`src/rtl/wiu_pkg.sv`:
```
package wiu_pkg;
   localparam int LANES = 8;
   localparam int REG_IDX_W = 3;

   typedef enum logic [REG_IDX_W-1:0] {
      REG_MODE  = 3'd0,
      REG_POL   = 3'd1,
      REG_ANY   = 3'd2,
      REG_INEN  = 3'd3,
      REG_IRQEN = 3'd4,
      REG_PEND  = 3'd5,
      REG_CLR   = 3'd6
   } wiu_reg_e;
endpackage

```
`src/rtl/wiu_sync.sv`:
```
module wiu_sync #(
   parameter int WIDTH  = 8,
   parameter int STAGES = 2
) (
   input  logic             clk,
   input  logic             rst_n,
   input  logic [WIDTH-1:0] d,
   output logic [WIDTH-1:0] q
);
   logic [WIDTH-1:0] stage_q [STAGES];

   for (genvar s = 0; s < STAGES; s++) begin : g_stage
      if (s == 0) begin : g_first
         always_ff @(posedge clk or negedge rst_n)
            if (!rst_n) stage_q[s] <= '0;
            else        stage_q[s] <= d;
      end else begin : g_next
         always_ff @(posedge clk or negedge rst_n)
            if (!rst_n) stage_q[s] <= '0;
            else        stage_q[s] <= stage_q[s-1];
      end
   end

   assign q = stage_q[STAGES-1];
endmodule

```
`src/rtl/wiu_group.sv`:
```
module wiu_group
   import wiu_pkg::*;
#(
   parameter int SYNC_STAGES = 2
) (
   input  logic                 clk,
   input  logic                 rst_n,
   input  logic [LANES-1:0]     pins,
   input  logic                 we,
   input  logic [REG_IDX_W-1:0] reg_sel,
   input  logic [LANES-1:0]     wdata,
   output logic [LANES-1:0]     rdata,
   output logic                 irq
);
   logic [LANES-1:0] mode_q, pol_q, any_q, inen_q, irqen_q, pend_q;
   logic [LANES-1:0] cur, prev_q, rise, fall, lvl_hit, edge_hit;
   logic [LANES-1:0] event_v, set_v, clr_v;

   wiu_sync #(.WIDTH(LANES), .STAGES(SYNC_STAGES)) u_sync (
      .clk(clk), .rst_n(rst_n), .d(pins), .q(cur)
   );

   always_ff @(posedge clk or negedge rst_n) begin
      if (!rst_n) begin
         mode_q  <= '0;
         pol_q   <= '0;
         any_q   <= '0;
         inen_q  <= '0;
         irqen_q <= '0;
      end else if (we) begin
         case (reg_sel)
            REG_MODE:  mode_q  <= wdata;
            REG_POL:   pol_q   <= wdata;
            REG_ANY:   any_q   <= wdata;
            REG_INEN:  inen_q  <= wdata;
            REG_IRQEN: irqen_q <= wdata;
            default:   ;
         endcase
      end
   end

   always_ff @(posedge clk or negedge rst_n)
      if (!rst_n) prev_q <= '0;
      else        prev_q <= cur;

   always_comb begin
      rise     = cur & ~prev_q;
      fall     = ~cur & prev_q;
      lvl_hit  = cur ^ pol_q;
      edge_hit = (any_q & (rise | fall))
               | (~any_q & ~pol_q & rise)
               | (~any_q & pol_q & fall);
      event_v  = (mode_q & lvl_hit) | (~mode_q & edge_hit);
      set_v    = event_v & inen_q;
      clr_v    = (we && reg_sel == REG_CLR) ? wdata : '0;
   end

   always_ff @(posedge clk or negedge rst_n)
      if (!rst_n) pend_q <= '0;
      else        pend_q <= (pend_q & ~clr_v) | set_v;

   assign irq = |(pend_q & irqen_q);

   always_comb begin
      case (reg_sel)
         REG_MODE:  rdata = mode_q;
         REG_POL:   rdata = pol_q;
         REG_ANY:   rdata = any_q;
         REG_INEN:  rdata = inen_q;
         REG_IRQEN: rdata = irqen_q;
         REG_PEND:  rdata = pend_q;
         default:   rdata = '0;
      endcase
   end

   // a flag only rises on a lane that was input-enabled
   assert_no_set_disabled_R8: assert property (@(posedge clk) disable iff (!rst_n)
      1'b1 |=> ((pend_q & ~$past(pend_q) & ~$past(inen_q)) == '0));

   // a detected event is never lost to a simultaneous clear
   assert_event_wins_R7: assert property (@(posedge clk) disable iff (!rst_n)
      1'b1 |=> ((pend_q & $past(set_v)) == $past(set_v)));

   // a clear without a coincident event drops the flag
   assert_clear_drops_R6: assert property (@(posedge clk) disable iff (!rst_n)
      1'b1 |=> ((pend_q & $past(clr_v & ~set_v)) == '0));

   // any-edge in edge mode catches both directions
   assert_any_edge_R5: assert property (@(posedge clk) disable iff (!rst_n)
      1'b1 |=> ((pend_q & $past(~mode_q & any_q & inen_q & (cur ^ prev_q)))
                == $past(~mode_q & any_q & inen_q & (cur ^ prev_q))));

   // no interrupt while every interrupt enable is off
   assert_irq_gate_R9: assert property (@(posedge clk) disable iff (!rst_n)
      (irqen_q == '0) |-> !irq);
endmodule

```
`src/rtl/wake_irq_unit.sv`:
```
module wake_irq_unit
   import wiu_pkg::*;
#(
   parameter int NUM_GROUPS  = 2,
   parameter int ADDR_W      = 4,
   parameter int SYNC_STAGES = 2
) (
   input  logic                        clk,
   input  logic                        rst_n,
   input  logic [NUM_GROUPS*LANES-1:0] wake_pins,
   input  logic                        wr_en,
   input  logic                        rd_en,
   input  logic [ADDR_W-1:0]           addr,
   input  logic [LANES-1:0]            wdata,
   output logic [LANES-1:0]            rdata,
   output logic                        rd_valid,
   output logic [NUM_GROUPS-1:0]       irq
);
   localparam int GRP_W = (NUM_GROUPS > 1) ? $clog2(NUM_GROUPS) : 1;
   localparam int SEL_W = ADDR_W - REG_IDX_W;

   if (NUM_GROUPS < 1) begin : g_bad_groups
      $error("wake_irq_unit: NUM_GROUPS must be at least 1");
   end
   if (SEL_W < GRP_W) begin : g_bad_addr
      $error("wake_irq_unit: ADDR_W too small for NUM_GROUPS");
   end
   if (SYNC_STAGES < 2) begin : g_bad_sync
      $error("wake_irq_unit: SYNC_STAGES must be at least 2");
   end

   logic [SEL_W-1:0]     grp_sel;
   logic [REG_IDX_W-1:0] reg_sel;
   logic [LANES-1:0]     grp_rdata [NUM_GROUPS];
   logic [LANES-1:0]     rd_mux;

   assign grp_sel = addr[ADDR_W-1:REG_IDX_W];
   assign reg_sel = addr[REG_IDX_W-1:0];

   for (genvar g = 0; g < NUM_GROUPS; g++) begin : g_grp
      wiu_group #(.SYNC_STAGES(SYNC_STAGES)) u_grp (
         .clk    (clk),
         .rst_n  (rst_n),
         .pins   (wake_pins[g*LANES +: LANES]),
         .we     (wr_en && (int'(grp_sel) == g)),
         .reg_sel(reg_sel),
         .wdata  (wdata),
         .rdata  (grp_rdata[g]),
         .irq    (irq[g])
      );
   end

   always_comb begin
      rd_mux = '0;
      for (int g = 0; g < NUM_GROUPS; g++)
         if (int'(grp_sel) == g) rd_mux = grp_rdata[g];
   end

   always_ff @(posedge clk or negedge rst_n) begin
      if (!rst_n) begin
         rdata    <= '0;
         rd_valid <= 1'b0;
      end else begin
         rd_valid <= rd_en;
         if (rd_en) rdata <= rd_mux;
      end
   end

   // read data is returned exactly one cycle after the request
   assert_rd_latency_R10: assert property (@(posedge clk) disable iff (!rst_n)
      rd_en |=> rd_valid);
   assert_rd_idle_R10: assert property (@(posedge clk) disable iff (!rst_n)
      !rd_en |=> !rd_valid);
endmodule

```
`config.mk`:
```
export PLATFORM = sky130hd
export DESIGN_NAME = wake_irq_unit
export DESIGN_NICKNAME = d
export VERILOG_FILES = /design/src/rtl/wiu_pkg.sv /design/src/rtl/wiu_sync.sv /design/src/rtl/wiu_group.sv /design/src/rtl/wake_irq_unit.sv
export SDC_FILE = /design/constraint.sdc
export NUM_CORES = 1
export LEC_CHECK = 0
export BUFFER_PORTS_ARGS = -buffer_cell sky130_fd_sc_hd__buf_2
export CELL_PAD_IN_SITES_DETAIL_PLACEMENT = 0
export CELL_PAD_IN_SITES_GLOBAL_PLACEMENT = 1
export CORE_MARGIN = 2
export CORE_UTILIZATION = 45
export CTS_BUF_LIST = sky130_fd_sc_hd__clkbuf_4 sky130_fd_sc_hd__clkbuf_8
export CTS_CLUSTER_SIZE = 28
export DETAILED_ROUTE_END_ITERATION = 7
export PLACE_DENSITY = 0.69
export SYNTH_ARGS = -nofsm -noshare
export SYNTH_HDL_FRONTEND = slang
export SYNTH_SLANG_ARGS = --single-unit
```
`constraint.sdc`:
```
create_clock -name clk -period 2.6 [get_ports clk]
set_input_delay 0.52 -clock clk [delete_from_list [all_inputs] [get_ports clk]]
set_output_delay 0.52 -clock clk [all_outputs]
set_load 0.02 [all_outputs]
```
==> results.ini, run 1 <==
[logic_synthesis]
ys_ff_latch=153
yosysMostFrequentCell=dfrtp_1
synth_warnings=0
synth_fa_ha_area_frac=0.0548
syn_area_per_cell_um2=12.6
synth_top_area_cell=dfrtp_1
synth_edf_count=0
async_reset_ff_frac=1.00
synthSimpleGateAreaFrac=0.0621
ys_types=42
synth_top_family_by_area=multiplexers
muxShareOfSynthArea=0.206
synth_compound_area_frac=0.0957
ys_seq_area_frac=0.524
synth_ff_type=dfrtp_1
synthXorXnorAreaFrac=0.0192
synth_nets=642
synthTopCellsByArea=dfrtp_1 (52%), mux2_2 (18%), ha_1 (5.5%)
syn_area_mm2=0.00731
synthTopCellsByCount=dfrtp_1 (153), mux2_2 (114), nand2_1 (61)
synth_top_area_frac=0.524
synthCells=578

[place]
dp_hpwl_mm=11.6
port_buffers=42
dp_cells=832
globalplace.congestion=0.854

[sta]
skew_ns=0.0135
slew-limit-headroom=0.589
slew_violations=0
worst_pin_slew_ns=0.617
setup_viol=0
fin_crit_ns=1.97
finalHoldViolations=0
timing.fmax_ghz=0.507
hold_slack_ns=0.0186
rsz0062_at_grt=false
timing.setup.tns_ns=0
min_period_over_period=0.758

[power]
p_leak_uw=0.00381
power_uw=6490
powerDensity_mw_per_mm2=781
peakVddDrop_mv=0.409

[cts]
htreeDepth=4
cts_resized=0
ctsRootBufferMaster=clkbuf_8
post_cts_buffers=0
cts_hold_buf=0
clk_latency_ns=0.47
clkSinkCount=153
cts_tree=yes
clock_path_buffers=2
cts_buffers=17
clkSlewWorstSetupHoldPaths_ns=0.09

[die]
pin_count=43
initial_core_util=0.460
die_height_um=131
fp-row-count=46
die_x_um=131
coreArea_mm2=0.0159
dieArea_mm2=0.0173

[setup_path]
critPathSlowestCell=dfrtp_1
slowest_delay_ns=0.42
crit_fanout=3
endpoint_kind=output pin
critPathKind=register to output pin
path_cells=a22oi_1, nand4_1, buf_2
critPathLaunchType=register
required_ns=2.08
arrival_ns=1.45

[drt]
wl_per_cell_um=19.5
via_count=4655
drt_iter0_drc=313
drc=0
drt_pass1_iterations=4
avgViaCountPerCell=5.39
wirelength_mm=16.8
antenna_left=0

[global_route]
grt_pass1_vias=4981
gr-total-overflow=0
grt_pass1_wl_mm=27.5
grt_start_max_net_pins=57
antenna_found_initial=0
grtUsageTotal=0.207

[final_layout]
drive_gt1_frac=0.351
area_delta_synth_final_pct=13.6
fin_util=0.523
final_nets=699
layout.cells.non_filler=863
insertedDiodeCount=0

[outcome]
status=complete, no violations

[flow_run]
maxCapViolCount=0

[hold_path]
min_path_type=input port to asynchronous set/reset pin

[layout by cell type, fill, tap and decap left out, types with 4 or more instances in the layout]
| cell | n |
|---|---|
| a21oi_1 | 7 |
| a221o_1 | 8 |
| a22o_1 | 16 |
| a22oi_1 | 16 |
| buf_2 | 41 |
| buf_4 | 17 |
| bufinv_16 | 6 |
| clkbuf_8 | 17 |
| dfrtp_1 | 153 |
| ha_1 | 32 |
| inv_1 | 36 |
| mux2_2 | 114 |
| mux2i_1 | 4 |
| mux4_2 | 8 |
| nand2_1 | 61 |
| nor2_1 | 5 |
| nor2_2 | 4 |
| nor2b_1 | 5 |
| o21ai_0 | 34 |
| xor2_1 | 16 |
[state kept, by name, indices dropped and copies added (netlist names), 8 cells and up]
signal                      cells
g_grp.u_grp.irqen_q            16
g_grp.u_grp.pend_q             16
g_grp.u_grp.u_sync.q           16
g_grp.u_grp.u_sync.stage_q     16
g_grp.u_grp.mode_q             16
g_grp.u_grp.inen_q             16
rdata                           8
g_grp.u_grp.prev_q             16
g_grp.u_grp.any_q              16
g_grp.u_grp.pol_q              16
[worst max-delay path: cells and delay by family, from the launching register on]
family	cells	cell delay [ns]
AO/OA/AOI/OAI	1	0.24
AND/OR/NAND/NOR	1	0.14
buffers and inverters	1	0.19
flip-flops	1	0.42
[path summary, 6_finish.rpt]
kind,start,end,slack [ns],cells after the start
min reg2reg,g_grp[0].u_grp.u_sync.stage_q[8],g_grp[0].u_grp.u_sync.q[0],0.35,0
min,rst_n,g_grp[0].u_grp.prev_q[5],0.02,1
max in group asynchronous,rst_n,g_grp[0].u_grp.u_sync.stage_q[12],1.89,2
max reg2reg,g_grp[1].u_grp.pend_q[6],rdata[6],0.96,3
min in group clk,wake_pins[3],g_grp[0].u_grp.u_sync.stage_q[11],0.15,1
max,g_grp[0].u_grp.pend_q[6],irq[0],0.63,3
[final cells by class]
type	count	area (um^2)
Sequential cell	153	3830
Multi-Input combinational cell	364	3200
Fill cell	1415	7580
Timing Repair Buffer	61	384
Tap cell	216	270
Clock inverter	14	246
Clock buffer	17	234
Inverter	38	143
[cells by family (layout without fill, tap and decap cells)]
logic type               Yosys count  after routing
AO/OA/AOI/OAI                     98             98
adder cells (fa/ha/maj)           32             32
flip-flops                       153            153
AND/OR/NAND/NOR                   92             92
buffers and inverters             61            130
multiplexers                     126            126
XOR/XNOR                          16             16
[layer usage]
layer  GRT usage  wire, um
met1       0.276      7780
met4      0.0543       119
met2       0.334      8060
met5           0         0
met3      0.0602       874
[metrics by stage]
| step | area, um^2 | worst slack (ns) |
|---|---|---|
| 3_5_place_dp | 7820 | 0.318 |
| 6_report | 8300 | 0.629 |
| 4_1_cts | 8300 | 0.593 |
| 3_3_place_gp | 7820 | 0.323 |
| 2_1_floorplan | 7310 | 0.723 |
| 5_1_grt | 8300 | 0.553 |
[report_power, final]
part	switching [uW]	internal, uW	total [uW]
combinational	498	636	1130
sequential	395	2780	3170
clock	938	1240	2180
total	1830	4650	6490
Power figures use the tool's default switching activity.
==> run 2, diff against run 1 <==
ABC_AREA = 1   (was not set)
CORE_UTILIZATION = 43   (was 45)
PLACE_DENSITY = 0.74   (was 0.69)
clock period = 1.78 ns   (was 2.6 ns; I/O delays follow)
==> results.ini, run 2 <==
[outcome]
status=finished, violations left
violations=negative setup slack

[setup_path]
arrival_ns=1.51
path_cells=nand2_1, nand2_1, a221oi_2, nand4_1, buf_6
setup.worst_path.start=g_grp[0].u_grp.pend_q[6]
critPathTopFamily=flip-flops
required_ns=1.42
reg2reg_depth=5
r2r-start=g_grp[0].u_grp.prev_q[3]
critPathSlowestCell=dfrtp_1
crit_fanout=2
cpMostUsedCell=nand2_1
cp.depth=5
critPathKind=register to output pin
critPathLaunchType=register
slowest_delay_ns=0.40
endpoint_kind=output pin
path_buf_inv=1
r2r-end=g_grp[0].u_grp.pend_q[3]
crit_end=irq[0]
reg2reg_slack_ns=0.58

[sta]
rsz0062_at_grt=true
timing.setup.tns_ns=-0.164
finalHoldViolations=0
min_period_over_period=1.05
fin_crit_ns=1.87
setup_ws_ns=-0.0874
timing.fmax_ghz=0.535
slew_violations=0
skew_ns=0.00778
setup_viol=2
hold_slack_ns=0.0472
slew-limit-headroom=0.493
worst_pin_slew_ns=0.761

[logic_synthesis]
synth_ff_type=dfrtp_1
synth_nets=942
synth_top_area_frac=0.517
syn_area_mm2=0.00741
ys_ff_latch=153
async_reset_ff_frac=1.00
synth_warnings=0
synthTopCellsByCount=nand2_1 (205), dfrtp_1 (153), o21ai_1 (96)
ys_seq_area_frac=0.517
synth_top_area_cell=dfrtp_1
yosysMostFrequentCell=nand2_1
ys_types=24
synthCells=878
synth_edf_count=0
synthTopCellsByArea=dfrtp_1 (52%), nand2_1 (10%), o21ai_1 (6.5%)
syn_area_per_cell_um2=8.44

[power]
p_int_uw=6180
p_seq_frac=0.507
power_switching_uw=2770
p_leak_uw=0.00422
power_uw=8950
combPwrFrac=0.187
powerDensity_mw_per_mm2=1050
switching_share=0.309
power.share.clock=0.306
peakVddDrop_mv=0.540

[die]
fp-row-count=47
die_x_um=135
pin_count=43
dieArea_mm2=0.0183
coreArea_mm2=0.0167
initial_core_util=0.444
die_height_um=135

[drt]
via_count=6254
wl_per_cell_um=16.9
avgViaCountPerCell=5.34
drt_pass1_iterations=5
drc=0
drt_iter0_drc=541
antenna_left=0
wirelength_mm=19.8

[place]
port_buffers=42
pre_cts_slack_ns=0.0876
globalplace.congestion=0.871
dp_hpwl_mm=13.6

[final_layout]
insertedDiodeCount=0
final_nets=1003
drive_gt1_frac=0.126
area_delta_synth_final_pct=15.1
fin_util=0.511
final_cell_mix=nand2_1 (205), dfrtp_1 (153), o21ai_1 (96), inv_1 (88), nand3_1 (83)
final.fill_count=1606
final_common_cell=nand2_1

[cts]
cts_buffers=17
clkSinkCount=153
ctsRootBufferMaster=clkbuf_8
clk_latency_ns=0.46
clkSlewWorstSetupHoldPaths_ns=0.08
clock_path_buffers=2
htreeDepth=4
cts_tree=yes

[global_route]
grt_pass1_wl_mm=31.9
grt_pass1_vias=6175
grt_start_max_net_pins=45
grtUsageTotal=0.230
antenna_found_initial=0
gr-total-overflow=0

[flow_run]
maxCapViolCount=0

[hold_path]
min_path_type=input port to register

run 2: cell count changes in the layout (fill, tap and decap cells not counted), sizes merged, moves of 16 or more:
cell | previous run | this run
mux2 | 114 | 0
xor2 | 16 | 0
inv | 39 | 97
nand4 | 2 | 50
a22oi | 16 | 0
nand2 | 61 | 209
o21ai | 34 | 112
nor2 | 9 | 57
dlygate4sd3 | 0 | 17
nand3 | 4 | 84
run 2: worst register-to-register path: cells and delay by family, from the launching register on:
family / cells / cell delay (ns)
flops: 1 / 0.35
fa+ha+maj: 1 / 0.29
compound gates: 1 / 0.20
simple gates: 2 / 0.26
buf+inv: 1 / 0.05
run 2: power groups by stage:
stage                     combinational [uW]  sequential, uW  clock, uW
after floorplan                         1120            4440          0
after global placement                  1530            4570          0
after detailed placement                1580            4590          0
after CTS                               1670            4530       2820
after global routing                    1910            4620       2950
final                                   1670            4540       2740
run 2: timing repair:
| item | in CTS | in global routing |
|---|---|---|
| endpoints found under the setup margin | 2 | 2 |
| resized for setup | 6 | 1 |
| hold buffers | 17 | 0 |
| buffers inserted | 2 | 1 |
| hold endpoints to repair | 47 | 0 |
| pin swaps | 3 | 2 |
run 2: cell families (layout without fill, tap and decap cells):
logic type	after synthesis	count (layout)	share of synthesized area
flip-flops	153	153	0.517
buffers and inverters	142	215	0.0792
AO/OA/AOI/OAI	149	149	0.111
adder cells (fa/ha/maj)	32	32	0.0540
AND/OR/NAND/NOR	402	402	0.239
run 2: area by class of cell:
type / instances / area (um^2) / area share
timing repair buffer: 86 / 639 / 0.0749
clock inverter: 9 / 123 / 0.0144
inverter: 98 / 368 / 0.0431
sequential: 153 / 3830 / 0.449
multi-input combinational: 583 / 3010 / 0.353
tap: 220 / 275 / 0.0323
clock buffer: 22 / 284 / 0.0333
run 2: how the worst min path moves through the flow:
| stage | start | to | slack [ns] | cells after the start |
|---|---|---|---|---|
| 2_1_floorplan | rst_n | g_grp[0].u_grp.any_q[0] | 0.06 | 0 |
| 3_3_place_gp | rst_n | g_grp[0].u_grp.u_sync.stage_q[12] | 0.29 | 1 |
| 3_5_place_dp | rst_n | g_grp[0].u_grp.u_sync.q[4] | 0.29 | 1 |
| 4_1_cts | rd_en | rd_valid | 0.02 | 1 |
| 5_1_grt | rd_en | rd_valid | 0.01 | 1 |
| 6_report | rd_en | rd_valid | 0.05 | 1 |
run 2: per-stage QoR:
step                      std cells  cell area [um^2]
final                          1171              8530
after global routing           1171              8530
after CTS                      1170              8520
after detailed placement       1120              7900
after global placement         1120              7900
after floorplan                 878              7410
run 2: layer usage:
| layer | track usage | up-vias | share of wire |
|---|---|---|---|
| met2 | 0.384 | 169 | 0.49 |
| met3 | 0.0569 | 17 | 0.049 |
| met1 | 0.298 | 3021 | 0.45 |
| met5 | 0 | - | 0 |
| met4 | 0.0683 | 0 | 0.014 |
| li1 | - | 3047 | - |
==> run 3, diff against run 2 <==
RECOVER_POWER = 25   (was not set)
==> results.ini, run 3 (synthesized netlist as in run 2, its figures left out) <==
[outcome]
status=finished, violations left
violations=negative setup slack

[drt]
drt_iter0_drc=541
wl_per_cell_um=16.9
drc=0
avgViaCountPerCell=5.35
wirelength_mm=19.8
via_count=6260
antenna_left=0
drt_pass1_iterations=5

[sta]
slew_violations=0
rsz0062_at_grt=true
worst_pin_slew_ns=1.02
setup_viol=2
finalHoldViolations=0
setup_ws_ns=-0.0873
fin_crit_ns=1.87
skew_ns=0.00798
timing.setup.tns_ns=-0.164
timing.fmax_ghz=0.536
slew-limit-headroom=0.317
min_period_over_period=1.05

[place]
pre_cts_slack_ns=0.0876
globalplace.congestion=0.871
place_area_mm2=0.00790
port_buffers=42
dp_hpwl_mm=13.6
dp_cells=1120

[die]
pin_count=43
coreArea_mm2=0.0167
initial_core_util=0.444
fp-row-count=47
die_height_um=135
dieArea_mm2=0.0183
die_x_um=135

[setup_path]
slowest_delay_ns=0.40
arrival_ns=1.51
crit_fanout=2
required_ns=1.42
critPathSlowestCell=dfrtp_1
critPathLaunchType=register
path_cells=nand2_1, nand2_1, a221oi_2, nand4_1, buf_6
critPathTopFamily=flip-flops
critPathKind=register to output pin
path_buf_inv=1
cpMostUsedCell=nand2_1
endpoint_kind=output pin

[global_route]
grt_pass1_wl_mm=31.9
grt_start_max_net_pins=45
gr-total-overflow=0
grtUsageTotal=0.230
grt_pass1_vias=6175
antenna_found_initial=0

[power]
p_leak_uw=0.00421
p_seq_frac=0.507
switching_share=0.309
peakVddDrop_mv=0.540
power_switching_uw=2770
powerDensity_mw_per_mm2=1050
power.share.clock=0.307
p_int_uw=6180
combPwrFrac=0.186

[cts]
clk_latency_ns=0.46
ctsRootBufferMaster=clkbuf_8
clkSlewWorstSetupHoldPaths_ns=0.08
cts_tree=yes
clkSinkCount=153
htreeDepth=4
cts_buffers=17
clock_path_buffers=2

[final_layout]
fin_util=0.510
final_cell_mix=nand2_1 (205), dfrtp_1 (153), o21ai_1 (96), inv_1 (88), nand3_1 (83)
finalInstanceArea_mm2=0.00852
insertedDiodeCount=0
area_delta_synth_final_pct=15.0
final_common_cell=nand2_1
layout.cells.non_filler=1171
final_nets=1003
drive_gt1_frac=0.125

[hold_path]
min_path_type=input port to register

[flow_run]
maxCapViolCount=0

[run 3: path summary, 6_finish.rpt]
| check | slack, ns | cells after the start | end | start |
|---|---|---|---|---|
| min reg2reg | 0.35 | 0 | g_grp[0].u_grp.u_sync.q[0] | g_grp[0].u_grp.u_sync.stage_q[8] |
| max reg2reg | 0.58 | 5 | g_grp[0].u_grp.pend_q[3] | g_grp[0].u_grp.prev_q[3] |
| min in group asynchronous | 0.61 | 2 | g_grp[0].u_grp.pol_q[4] | rst_n |
| min | 0.06 | 1 | rd_valid | rd_en |
| max | -0.09 | 5 | irq[0] | g_grp[0].u_grp.pend_q[6] |
| max in group asynchronous | 0.30 | 3 | rdata[6] | rst_n |
[run 3: routing by layer]
metal  part of all wire  routed length (um)  global-route usage  vias to the layer above
li1                   -                   -                   -                     3047
met1               0.45                8880               0.298                     3022
met2               0.49                9680               0.384                      174
met3              0.050                 988              0.0569                       17
met4              0.014                 280              0.0683                        0
met5                  0                   0                   0                        -
[run 3: area by class of cell]
cell class	instances	area (um^2)
clock buffers	22	284
clock inverters	9	123
flip-flops and latches	153	3830
multi-input cells	583	3010
fillers	1608	8180
repair buffers	86	632
well taps	220	275
inverters	98	368
[run 3: metrics by stage]
| step | power [uW] | hold slack, ns |
|---|---|---|
| 2_1_floorplan | 5560 | 0.0604 |
| 3_3_place_gp | 6100 | 0.286 |
| 3_5_place_dp | 6170 | 0.288 |
| 4_1_cts | 9010 | 0.0158 |
| 5_1_grt | 9480 | 0.0243 |
| 6_report | 8950 | 0.0607 |
[run 3: repair_timing]
item | CTS | global route
hold buffers | 17 | 0
buffers inserted | 2 | 1
endpoints found under the setup margin | 2 | 2
endpoints found under the hold margin | 47 | 0
gates resized for setup | 6 | 1
pin swaps | 3 | 2
[run 3: worst reg2reg max path, cell delays in order, from the launching register on]
cell and delay (ns):
dfrtp_1 0.35, inv_1 0.05, ha_1 0.29, o2111ai_1 0.20, nand3_1 0.17, nand2_1 0.09
[run 3: power by group through the flow]
stage               registers (uW)  clock network, uW  logic [uW]
floorplan                     4440                  0        1120
global placement              4570                  0        1530
detailed placement            4590                  0        1580
CTS                           4530               2820        1670
global route                  4620               2950        1910
finish                        4540               2740        1670
